$ cat src/rtl/slb_pkg.sv
package slb_pkg;

    typedef enum logic [2:0] {
        ST_IDLE,
        ST_TRY,
        ST_WAIT_RSP,
        ST_BACKOFF,
        ST_HELD,
        ST_RELEASE
    } slb_state_e;

endpackage

$ cat src/rtl/slb_fsm.sv
module slb_fsm
    import slb_pkg::*;
(
    input  logic clk,
    input  logic rst_n,
    input  logic acq_req,
    input  logic rel_req,
    input  logic rsp_valid,
    input  logic rsp_old,
    input  logic backoff_done,
    output logic acq_accept,
    output logic fail_evt,
    output logic in_backoff,
    output logic mem_req,
    output logic mem_tas,
    output logic lock_held
);

    slb_state_e state_q, state_d;

    // state register
    always_ff @(posedge clk) begin
        if (!rst_n) begin
            state_q <= ST_IDLE;
        end else begin
            state_q <= state_d;
        end
    end

    // next-state logic
    always_comb begin
        state_d = state_q;
        unique case (state_q)
            ST_IDLE:     if (acq_req) state_d = ST_TRY;
            ST_TRY:      state_d = ST_WAIT_RSP;
            ST_WAIT_RSP: if (rsp_valid) state_d = rsp_old ? ST_BACKOFF : ST_HELD;
            ST_BACKOFF:  if (backoff_done) state_d = ST_TRY;
            ST_HELD:     if (rel_req) state_d = ST_RELEASE;
            ST_RELEASE:  state_d = ST_IDLE;
            default:     state_d = ST_IDLE;
        endcase
    end

    // outputs
    always_comb begin
        acq_accept = 1'b0;
        fail_evt   = 1'b0;
        in_backoff = 1'b0;
        mem_req    = 1'b0;
        mem_tas    = 1'b0;
        lock_held  = 1'b0;
        unique case (state_q)
            ST_IDLE:     acq_accept = acq_req;
            ST_TRY: begin
                mem_req = 1'b1;
                mem_tas = 1'b1;
            end
            ST_WAIT_RSP: fail_evt = rsp_valid & rsp_old;
            ST_BACKOFF:  in_backoff = 1'b1;
            ST_HELD:     lock_held = 1'b1;
            ST_RELEASE:  mem_req = 1'b1;
            default: ;
        endcase
    end

endmodule

$ cat src/rtl/slb_backoff.sv
module slb_backoff #(
    parameter int BASE_DELAY = 2,
    parameter int MAX_DELAY  = 32,
    localparam int DLY_W     = $clog2(MAX_DELAY + 1)
) (
    input  logic             clk,
    input  logic             rst_n,
    input  logic             restart,
    input  logic             fail_evt,
    input  logic             in_backoff,
    output logic [DLY_W-1:0] cur_delay,
    output logic             done
);

    localparam logic [DLY_W-1:0] BASE_V = DLY_W'(BASE_DELAY);
    localparam logic [DLY_W:0]   MAX_W  = (DLY_W + 1)'(MAX_DELAY);

    logic [DLY_W-1:0] cnt_q;
    logic [DLY_W:0]   doubled;
    logic [DLY_W-1:0] next_delay;

    always_comb begin
        doubled    = {cur_delay, 1'b0};
        next_delay = (doubled > MAX_W) ? MAX_W[DLY_W-1:0] : doubled[DLY_W-1:0];
    end

    // delay for the next wait: base on a new acquisition, doubled per failure
    always_ff @(posedge clk) begin
        if (!rst_n) begin
            cur_delay <= BASE_V;
        end else if (restart) begin
            cur_delay <= BASE_V;
        end else if (fail_evt) begin
            cur_delay <= next_delay;
        end
    end

    // countdown of the active wait
    always_ff @(posedge clk) begin
        if (!rst_n) begin
            cnt_q <= '0;
        end else if (fail_evt) begin
            cnt_q <= cur_delay;
        end else if (in_backoff && cnt_q != '0) begin
            cnt_q <= cnt_q - 1'b1;
        end
    end

    assign done = in_backoff && (cnt_q <= DLY_W'(1));

endmodule

$ cat src/rtl/slb_fail_counter.sv
module slb_fail_counter #(
    parameter int CNT_W = 8
) (
    input  logic             clk,
    input  logic             rst_n,
    input  logic             clear,
    input  logic             inc,
    output logic [CNT_W-1:0] count
);

    always_ff @(posedge clk) begin
        if (!rst_n) begin
            count <= '0;
        end else if (clear) begin
            count <= '0;
        end else if (inc && count != '1) begin
            count <= count + 1'b1;
        end
    end

endmodule

$ cat src/rtl/spinlock_backoff_requester.sv
module spinlock_backoff_requester #(
    parameter int BASE_DELAY = 2,
    parameter int MAX_DELAY  = 32,
    parameter int CNT_W      = 8,
    localparam int DLY_W     = $clog2(MAX_DELAY + 1)
) (
    input  logic             clk,
    input  logic             rst_n,
    input  logic             acq_req,
    input  logic             rel_req,
    output logic             mem_req,
    output logic             mem_tas,
    input  logic             mem_rsp_valid,
    input  logic             mem_rsp_old,
    output logic             lock_held,
    output logic [CNT_W-1:0] fail_count
);

    logic             acq_accept;
    logic             fail_evt;
    logic             in_backoff;
    logic             backoff_done;
    logic [DLY_W-1:0] cur_delay;

    slb_fsm fsm_i (
        .clk          (clk),
        .rst_n        (rst_n),
        .acq_req      (acq_req),
        .rel_req      (rel_req),
        .rsp_valid    (mem_rsp_valid),
        .rsp_old      (mem_rsp_old),
        .backoff_done (backoff_done),
        .acq_accept   (acq_accept),
        .fail_evt     (fail_evt),
        .in_backoff   (in_backoff),
        .mem_req      (mem_req),
        .mem_tas      (mem_tas),
        .lock_held    (lock_held)
    );

    slb_backoff #(
        .BASE_DELAY (BASE_DELAY),
        .MAX_DELAY  (MAX_DELAY)
    ) backoff_i (
        .clk        (clk),
        .rst_n      (rst_n),
        .restart    (acq_accept),
        .fail_evt   (fail_evt),
        .in_backoff (in_backoff),
        .cur_delay  (cur_delay),
        .done       (backoff_done)
    );

    slb_fail_counter #(
        .CNT_W (CNT_W)
    ) fails_i (
        .clk   (clk),
        .rst_n (rst_n),
        .clear (acq_accept),
        .inc   (fail_evt),
        .count (fail_count)
    );

endmodule

$ cat config.mk
export PLATFORM = sky130hd
export DESIGN_NAME = spinlock_backoff_requester
export DESIGN_NICKNAME = d
export VERILOG_FILES = /design/src/rtl/slb_pkg.sv /design/src/rtl/slb_fsm.sv /design/src/rtl/slb_backoff.sv /design/src/rtl/slb_fail_counter.sv /design/src/rtl/spinlock_backoff_requester.sv
export SDC_FILE = /design/constraint.sdc
export NUM_CORES = 1
export LEC_CHECK = 0
export CORE_MARGIN = 10
export CORE_UTILIZATION = 39
export CTS_BUF_LIST = sky130_fd_sc_hd__clkbuf_4 sky130_fd_sc_hd__clkbuf_8
export DETAILED_ROUTE_END_ITERATION = 10
export GPL_ROUTABILITY_DRIVEN = 0
export REMOVE_ABC_BUFFERS = 1
export SYNTH_ARGS = -nofsm -noshare
export SYNTH_HDL_FRONTEND = slang
export SYNTH_HIERARCHICAL = 1
export SYNTH_SLANG_ARGS = --single-unit
$ cat constraint.sdc
create_clock -name clk -period 1.8 [get_ports clk]
set_input_delay 0.18 -clock clk [delete_from_list [all_inputs] [get_ports clk]]
set_output_delay 0.18 -clock clk [all_outputs]
set_load 0.05 [all_outputs]
# --- After elaboration in Yosys (flattened, before gate mapping) ---
# Cells that the tools add are included.
# Widths: inputs -> output; s select.
word_totals:
  memories: 0
  latchBits: 0
  in_bits: 6
  romBits: 0
  elab_cells: 44
  ramBits: 0
  register_bits: 23
classes:
  bitwise_logic: 2
  shifts: 0
  n_reduce_logical: 9
  order_cmp: 2
  eq_ne: 10
  muxes: 15
  div: 0
  add_sub_neg: 2
  multipliers: 0
ops:
  columns: ["operator", "count"]
  rows:
  - ["$mux 6", 3]
  - ["$mux 3", 5]
  - ["$pmux 3 s5", 1]
  - ["$add 8x1->8 const B", 1]
  - ["$ne 2x2->1 const B", 4]
  - ["$ne 8x8->1 const B", 1]
  - ["$gt 7x6->1 const B", 1]
  - ["$eq 3x2->1 const B", 2]
  - ["$eq 3x3->1 const B", 2]
  - ["$le 6x1->1 const B", 1]
  - ["$mux 1", 6]
  - ["$reduce_bool 6->1", 1]
  - ["$sub 6x1->6 const B", 1]
  - ["$reduce_and 4->1", 1]
  - ["$reduce_or 2->1", 2]
  - ["$eq 3x1->1 const B", 1]
  - ["$logic_and 1x1->1", 3]
  - ["$logic_not 3->1", 1]
  - ["$reduce_bool 2->1", 1]
  - ["$and 1x1->1", 1]
  - ["$not 1->1", 1]

# --- Longest topological paths before layout ---
# Gate-level depths: netlist of run 1.
logic_depth:
  depth_word: 5
  ltp_mapped: 8
  depth_no_buf: 7

# --- Cells and area by module ---
# Netlist of run 1, hierarchy kept.
modules_own_cells:
  columns: ["mod", "area_per_inst_um2", "seq_area_each_um2", "cells_each", "instances"]
  rows:
  - ["slb_backoff", 558.0, 220.2, 66, 1]
  - ["slb_fail_counter", 421.7, 160.2, 46, 1]
  - ["slb_fsm", 259.0, 60.1, 31, 1]

# --- Least setup slack after synthesis of run 1 ---
# Ideal clock, no wire load.
synth_timing:
  path_kind: "register to register"
  from: "register fsm_i.state_q[1]"
  to: "register fsm_i.state_q[1]"
  stages_incl_launch_ff: 8
  period_less_slack_ns: 1.797
  n_path_buf: 0
  arrival_ns: 1.681
  setup_slack_ns: 0.003
  path_cell_list: "dfxtp_1 -> nor2b_1 -> and2_2 -> nand2b_1 -> nor4b_1 -> mux2i_1 -> and2_1 -> o211a_1"
synth_via:
  elab_chain_cells: 5
synth_rtl:
  columns: ["element", "line", "source"]
  rows:
  - ["start, declared", "slb_fsm.sv:19", "slb_state_e state_q, state_d;"]
  - ["start signal, assigned", "slb_fsm.sv:26", "state_q <= state_d;"]
  - ["$eq 3x2->1", "slb_fsm.sv:52", "unique case (state_q)"]
  - ["$mux 1", "slb_fsm.sv:52", null]
  - ["named net in_backoff", "spinlock_backoff_requester.sv:21", "logic in_backoff;"]
  - ["$logic_and 1x1->1", "slb_backoff.sv:49", "assign done = in_backoff && (cnt_q <= DLY_W'(1));"]
  - ["named net backoff_done", "spinlock_backoff_requester.sv:22", "logic backoff_done;"]
  - ["$ne 2x2->1 (no source line)", null, null]
  - ["$reduce_and 4->1 (no source line)", null, null]
# The timed path passes the listed nets, and every way through them passes these cells.
# A chain may end at the register's enable or synchronous reset.

# --- Worst setup path after layout of run 1 ---
layout_timing:
  from: "register backoff_i.cnt_q[1]"
  to: "register backoff_i.cnt_q[1]"
layout_via:
  elab_chain_cells: 3
layout_rtl:
  columns: ["element", "line", "source"]
  rows:
  - ["start, declared", "slb_backoff.sv:18", "logic [DLY_W-1:0] cnt_q;"]
  - ["start signal, assigned", "slb_backoff.sv:43", "cnt_q <= cur_delay;"]
  - ["start signal, assigned", "slb_backoff.sv:45", "cnt_q <= cnt_q - 1'b1;"]
  - ["$sub 6x1->6 or $reduce_bool 6->1 (tied branches)", "slb_backoff.sv:45, slb_backoff.sv:44", null]
  - ["$mux 6 or $logic_and 1x1->1 (tied branches)", "slb_backoff.sv:44", "end else if (in_backoff && cnt_q != '0) begin"]
  - ["$mux 6 or $reduce_bool 2->1 (tied branches)", null, null]
# Parallel ways exist; a longest one is shown, timed or not. The select of a mux whose other input is x is not followed.

==> results.json, run 1 <==
{
  "status": "finished clean",
  "worst_setup_path_start_kind": "flop",
  "ys.warnings.count": 6,
  "peakVddDrop_v": 0.000499,
  "power.leakage_nw": 0.655,
  "timing.hold.worst_path_depth": 2,
  "critPathMaxStageDelay_ns": 0.50,
  "grt_pass1_wl_um": 4680,
  "post_synth_instance_area_sq_mm": 0.00123,
  "cp.arrival_ns": 1.97,
  "final_setup_violation_count": 0,
  "worstReg2RegEnd": "backoff_i/cnt_q[1]",
  "die_y_um": 76.1,
  "min_path_type": "flop to flop",
  "postSynthCellCount": 141,
  "drc": 0,
  "die_width_um": 76.1,
  "antenna_violating_nets_post_route": 0,
  "seq_area_sq_um": 445,
  "finalSetupTns_ns": 0,
  "total_power_mw": 1.25,
  "h-tree-depth": 1,
  "path_cells": "inv_1 > ha_1 > nor4b_2 > a21bo_1 > or4b_1 > nand3_1",
  "via_count_of_the_first_global_routing_pass": 1052,
  "grt_overflow_total": 0,
  "initial_utilization_pct": 40.5,
  "worstMarginPinSlew_ns": 0.513,
  "clock_tree.root_cell": "clkbuf_4",
  "global_route.usage.met1_pct": 10.5,
  "dp_slack_ns": -0.0122,
  "path_max_fanout": 4,
  "maximum_clock_path_buffer_count": 2,
  "antenna_found_initial": 0,
  "grt_setup_unrepaired": "yes",
  "globalRoute.busiestLayer": "met2",
  "hold_viol": 0,
  "drt_first_pass_iters": 5,
  "worstHoldEndpoint": "backoff_i/cur_delay[2]",
  "worst_slack_ns": 0.100,
  "final_layout_size_suffix_gt1_share_pct": 19.6,
  "placed_area_sq_mm": 0.00147,
  "fp.coreArea_sq_mm": 0.00303,
  "tritoncts.num_buffers": 3,
  "dieArea_sq_mm": 0.00579,
  "grt_util_met2_pct": 16.4,
  "syn_avg_cell_area_sq_um": 8.71,
  "clock_sink_count": 22,
  "clkTransAtPathRegs_ns": 0.14,
  "routed_wl_um": 2780,
  "critical_path.top_delay_family": "simple AND/OR/NAND/NOR gates",
  "grt_use_met3_pct": 2.83,
  "io_buffers": 16,
  "clock-skew-final_ns": 0.00789,
  "worst-setup-path-type": "flop to flop",
  "fraction_of_the_cycle_the_final_worst_path_needs_pct": 94.4,
  "detail_route.wl_per_cell_um": 13.1,
  "antenna_cells_inserted": 0,
  "timing.hold.worst.start": "backoff_i/cur_delay[2]",
  "worstReg2RegStart": "backoff_i/cnt_q[1]",
  "peak_freq_mhz": 588,
  "cap_violations": 0,
  "gr-usage-all-layers_pct": 9.57,
  "worstRegToRegCells": 6,
  "final.fill_count": 307,
  "num_rows": 20,
  "max-slew-margin-rel_pct": 65.8,
  "cts_tree": "done",
  "report.final.slew_viol_count": 0,
  "power.density_cell_area_mw_per_mm2": 804,
  "grt_start_max_net_pins": 15,
  "route.vias.total": 1120,
  "slowest_stage": "or4b_1",
  "critical_path.n_buffers_inverters": 1,
  "cp_data_required_time_ns": 2.07,
  "critical_path.endpoint_type": "flop",
  "drt_iter0_drc": 25,
  "fin_nets": 179,
  "detail_placement_hpwl_um": 2160,
  "setup.reg_to_reg.worst_slack_ns": 0.10,
  "pin_count": 17,
  "postCtsHoldBufs": 0,
  "clock_insertion_delay_worst_skew_ns": 0.33,
  "period_minus_slack_ns": 1.70,
  "multi_input_comb_area_sq_um": 756,
  "fin_area_sq_mm": 0.00156,
  "drt-vias-per-instance": 5.28,
  "area.growth.synth_to_final_pct": 26.8
}
[stage by stage]
step / instances / utilization, % / hold slack, ns
2_1_floorplan: 138 / - / 0.306
3_3_place_gp: 206 / 48.6 / 0.469
3_5_place_dp: 206 / 48.6 / 0.474
4_1_cts: 210 / 50.3 / 0.499
5_1_grt: 212 / 51.4 / 0.531
6_report: 212 / 51.4 / 0.501
[power breakdown]
group,internal [mW],leakage [nW],switching [mW]
clock network,0.225,0.0279,0.168
registers,0.507,0.179,0.0157
logic,0.144,0.448,0.191
[worst reg2reg max path, delay by kind of cell (launching register included)]
family          cells  cell delay [ns]
compound gates      1             0.23
fa+ha+maj           1             0.20
flops               1             0.36
simple gates        3             0.78
buf+inv             1             0.07
[placed cells by master, fill, tap and decap left out, drive strengths merged, types with 2 or more instances in the layout]
master / n
a21oi: 13
nand3: 7
nor2: 9
dlymetal6s2s: 3
nor2b: 6
xnor2: 3
nand2b: 7
inv: 6
nand2: 11
ha: 4
nor3: 3
dfxtp: 22
and2: 3
and3: 2
dlygate4sd2: 2
nand4: 2
a31oi: 2
and4: 5
nor4b: 4
clkdlybuf4s50: 5
clkbuf: 3
mux2i: 6
buf: 16
o21ai: 8
[worst max-delay path by stage]
stage                       start            endpoint  slack, ns  cells past startpoint
6_report       backoff_i/cnt_q[1]  backoff_i/cnt_q[1]       0.10                      6
5_1_grt          fsm_i/state_q[1]    fsm_i/state_q[2]     -0.007                      7
4_1_cts          fails_i/count[1]       fail_count[1]      0.006                      1
3_5_place_dp   backoff_i/cnt_q[0]  backoff_i/cnt_q[1]      -0.01                      6
3_3_place_gp   backoff_i/cnt_q[0]  backoff_i/cnt_q[1]       0.06                      6
2_1_floorplan    fsm_i/state_q[1]    fsm_i/state_q[1]      0.003                      7
[flip-flops by register name, summed over array words and instances, names as in the netlist]
register / count
fails_i/count: 8
backoff_i/cur_delay: 5
fsm_i/state_q: 3
backoff_i/cnt_q: 6
[timing repair]
item / in CTS / in global routing
buffers inserted: 0 / 2
setup endpoints to repair: 3 / 8
gates resized for setup: 3 / 6
[area by class of cell]
cell class | count | share of cell area (%)
repair buffers | 26 | 14.5
clock inverters | 1 | 1.93
clock buffers | 3 | 1.45
inverters | 6 | 1.45
multi-input cells | 110 | 48.6
well taps | 44 | 3.54
flip-flops and latches | 22 | 28.6
[metal layers]
metal	up-vias	part of all wire (%)	routed length [um]
met5	-	0	0
met4	0	1.7	47
met3	5	4.4	123
met2	22	49	1380
met1	525	44	1240
li1	568	-	-
Note: power is estimated with default switching activity, not from simulation.
==> run 2: changes to the inputs <==
--- a/config.mk
+++ b/config.mk
@@ -5,6 +5,7 @@
 export SDC_FILE = /design/constraint.sdc
 export NUM_CORES = 1
 export LEC_CHECK = 0
+export ABC_CLOCK_PERIOD_IN_PS = 1800
 export CORE_MARGIN = 10
 export CORE_UTILIZATION = 39
 export CTS_BUF_LIST = sky130_fd_sc_hd__clkbuf_4 sky130_fd_sc_hd__clkbuf_8
==> results of run 2 <==
The final DEF is identical to that of run 1; final timing and power are the same.
==> run 3: changes to the inputs <==
--- a/config.mk
+++ b/config.mk
@@ -7,10 +7,11 @@
 export LEC_CHECK = 0
 export ABC_CLOCK_PERIOD_IN_PS = 1800
 export CORE_MARGIN = 10
-export CORE_UTILIZATION = 39
+export CORE_UTILIZATION = 47
 export CTS_BUF_LIST = sky130_fd_sc_hd__clkbuf_4 sky130_fd_sc_hd__clkbuf_8
 export DETAILED_ROUTE_END_ITERATION = 10
 export GPL_ROUTABILITY_DRIVEN = 0
+export PLACE_DENSITY = 0.73
 export REMOVE_ABC_BUFFERS = 1
 export SYNTH_ARGS = -nofsm -noshare
 export SYNTH_HDL_FRONTEND = slang
==> run 3 against run 2 <==
Sequential power hardly changed; die area is 13% lower; largest cell class unchanged; via count shrank 4.1%; count of clock-buffer cells in the layout is the same; critical path type unchanged.
==> results.json, run 3 (same netlist as run 1, synthesis figures left out) <==
{
  "drt_first_pass_iters": 4,
  "detail_route.wl_per_cell_um": 13.3,
  "layout_commonest_cell": "dfxtp_1",
  "report.final.slew_viol_count": 0,
  "tritoncts.num_buffers": 3,
  "power.share.combinational_pct": 27.4,
  "antenna_cells_inserted": 0,
  "dieArea_sq_mm": 0.00506,
  "min_path_type": "flop to flop",
  "total_power_mw": 1.24,
  "pin_count": 17,
  "fin_nets": 178,
  "cp_data_required_time_ns": 2.06,
  "clock_tree.root_cell": "clkbuf_4",
  "initial_utilization_pct": 49.5,
  "gr-usage-all-layers_pct": 10.0,
  "route.vias.total": 1074,
  "clock_insertion_delay_worst_skew_ns": 0.31,
  "area.growth.synth_to_final_pct": 26.9,
  "largest_registers_ranked_by_flip_flop_count": "fails_i/count: 8 flops, backoff_i/cnt_q: 6 flops, backoff_i/cur_delay: 5 flops",
  "power.leakage_nw": 0.641,
  "worst_setup_path_start_kind": "flop",
  "via_count_of_the_first_global_routing_pass": 1022,
  "routed_wl_um": 2630,
  "worst-setup-path-type": "flop to flop",
  "clock-skew-final_ns": 0.0111,
  "netSwitchingFraction_pct": 28.9,
  "detail_placement_hpwl_um": 2020,
  "die_width_um": 71.1,
  "power.switching_mw": 0.358,
  "grt_start_max_net_pins": 15,
  "grt_pass1_wl_um": 4350,
  "path_max_fanout": 5,
  "peakVddDrop_v": 0.000591,
  "fp.coreArea_sq_mm": 0.00248,
  "most_used_cells_in_the_layout_excluding_fill_and_tap_cells": "dfxtp_1, buf_4, a21oi_1",
  "cp.arrival_ns": 1.99,
  "finalSetupTns_ns": 0,
  "maximum_clock_path_buffer_count": 2,
  "die_y_um": 71.1,
  "largest_reg_flops": 8,
  "clkTransAtPathRegs_ns": 0.13,
  "drc": 0,
  "critical_path.endpoint_type": "flop",
  "worstMarginPinSlew_ns": 0.509,
  "share_clk_of_total_power_pct": 30.3,
  "final_setup_violation_count": 0,
  "cap_violations": 0,
  "fraction_of_the_cycle_the_final_worst_path_needs_pct": 96.5,
  "period_minus_slack_ns": 1.74,
  "peak_freq_mhz": 576,
  "max-slew-margin-rel_pct": 66.0,
  "io_buffers": 16,
  "dp_slack_ns": 0.0134,
  "h-tree-depth": 1,
  "num_rows": 18,
  "drt_iter0_drc": 25,
  "final_layout_size_suffix_gt1_share_pct": 21.0,
  "max_flop_register": "fails_i/count",
  "clock_sink_count": 22,
  "setup_fix_bufs_post_cts": 0,
  "grt_overflow_total": 0,
  "post-route-util_pct": 62.9,
  "sequentialPowerShare_pct": 42.4,
  "status": "finished clean",
  "hold_viol": 0,
  "cts_tree": "done",
  "internal_power_mw": 0.880,
  "worst_slack_ns": 0.0634,
  "antenna_violating_nets_post_route": 0,
  "power.density_cell_area_mw_per_mm2": 795,
  "antenna_found_initial": 0,
  "hold-worst-slack_ns": 0.498,
  "drt-vias-per-instance": 5.45
}
run 3: timing repair:
item                                    in CTS  in global routing
gates resized for setup                      1                 11
pin swaps                                    0                  4
endpoints found under the setup margin       1                 12
cloned                                       0                  0
hold buffers                                 0                  0
run 3: path summary, 6_finish.rpt:
check                         startpoint                endpoint  slack [ns]  cells after the start
setup / recovery      backoff_i/cnt_q[0]      backoff_i/cnt_q[1]        0.06                      6
hold reg to reg   backoff_i/cur_delay[2]  backoff_i/cur_delay[2]        0.50                      2
hold / removal    backoff_i/cur_delay[2]  backoff_i/cur_delay[2]        0.50                      2
setup reg to reg      backoff_i/cnt_q[0]      backoff_i/cnt_q[1]        0.06                      6
run 3: worst max-delay path, cell delays in order (launching register included):
cell	delay [ns]
dfxtp_4	0.40
inv_1	0.09
ha_1	0.22
nor4b_2	0.18
a21bo_1	0.21
or4b_1	0.51
nand3_1	0.09
run 3: area by class of cell:
type,instances,area (sq um)
clock buffers,3,22.5
well taps,30,37.5
multi-input cells,110,779
clock inverters,1,30.0
repair buffers,25,220
fillers,229,920
flip-flops and latches,22,445
inverters,6,22.5
run 3: power groups by stage:
stage	sequential, mW	clock, mW	combinational, mW
3_3_place_gp	0.533	0	0.327
5_1_grt	0.527	0.410	0.368
3_5_place_dp	0.534	0	0.332
2_1_floorplan	0.545	0	0.208
6_report	0.524	0.375	0.339
4_1_cts	0.523	0.386	0.334
run 3: through the flow:
stage          instance area (sq um)  cells
6_report                        1560    197
3_3_place_gp                    1460    193
2_1_floorplan                   1210    138
3_5_place_dp                    1460    193
5_1_grt                         1560    197
4_1_cts                         1520    197
run 3: per-layer routing:
| layer | GRT usage (%) | wire [um] |
|---|---|---|
| met3 | 2.93 | 65 |
| met4 | 1.94 | 9 |
| met2 | 17.8 | 1290 |
| met5 | 0 | 0 |
| met1 | 11.7 | 1270 |
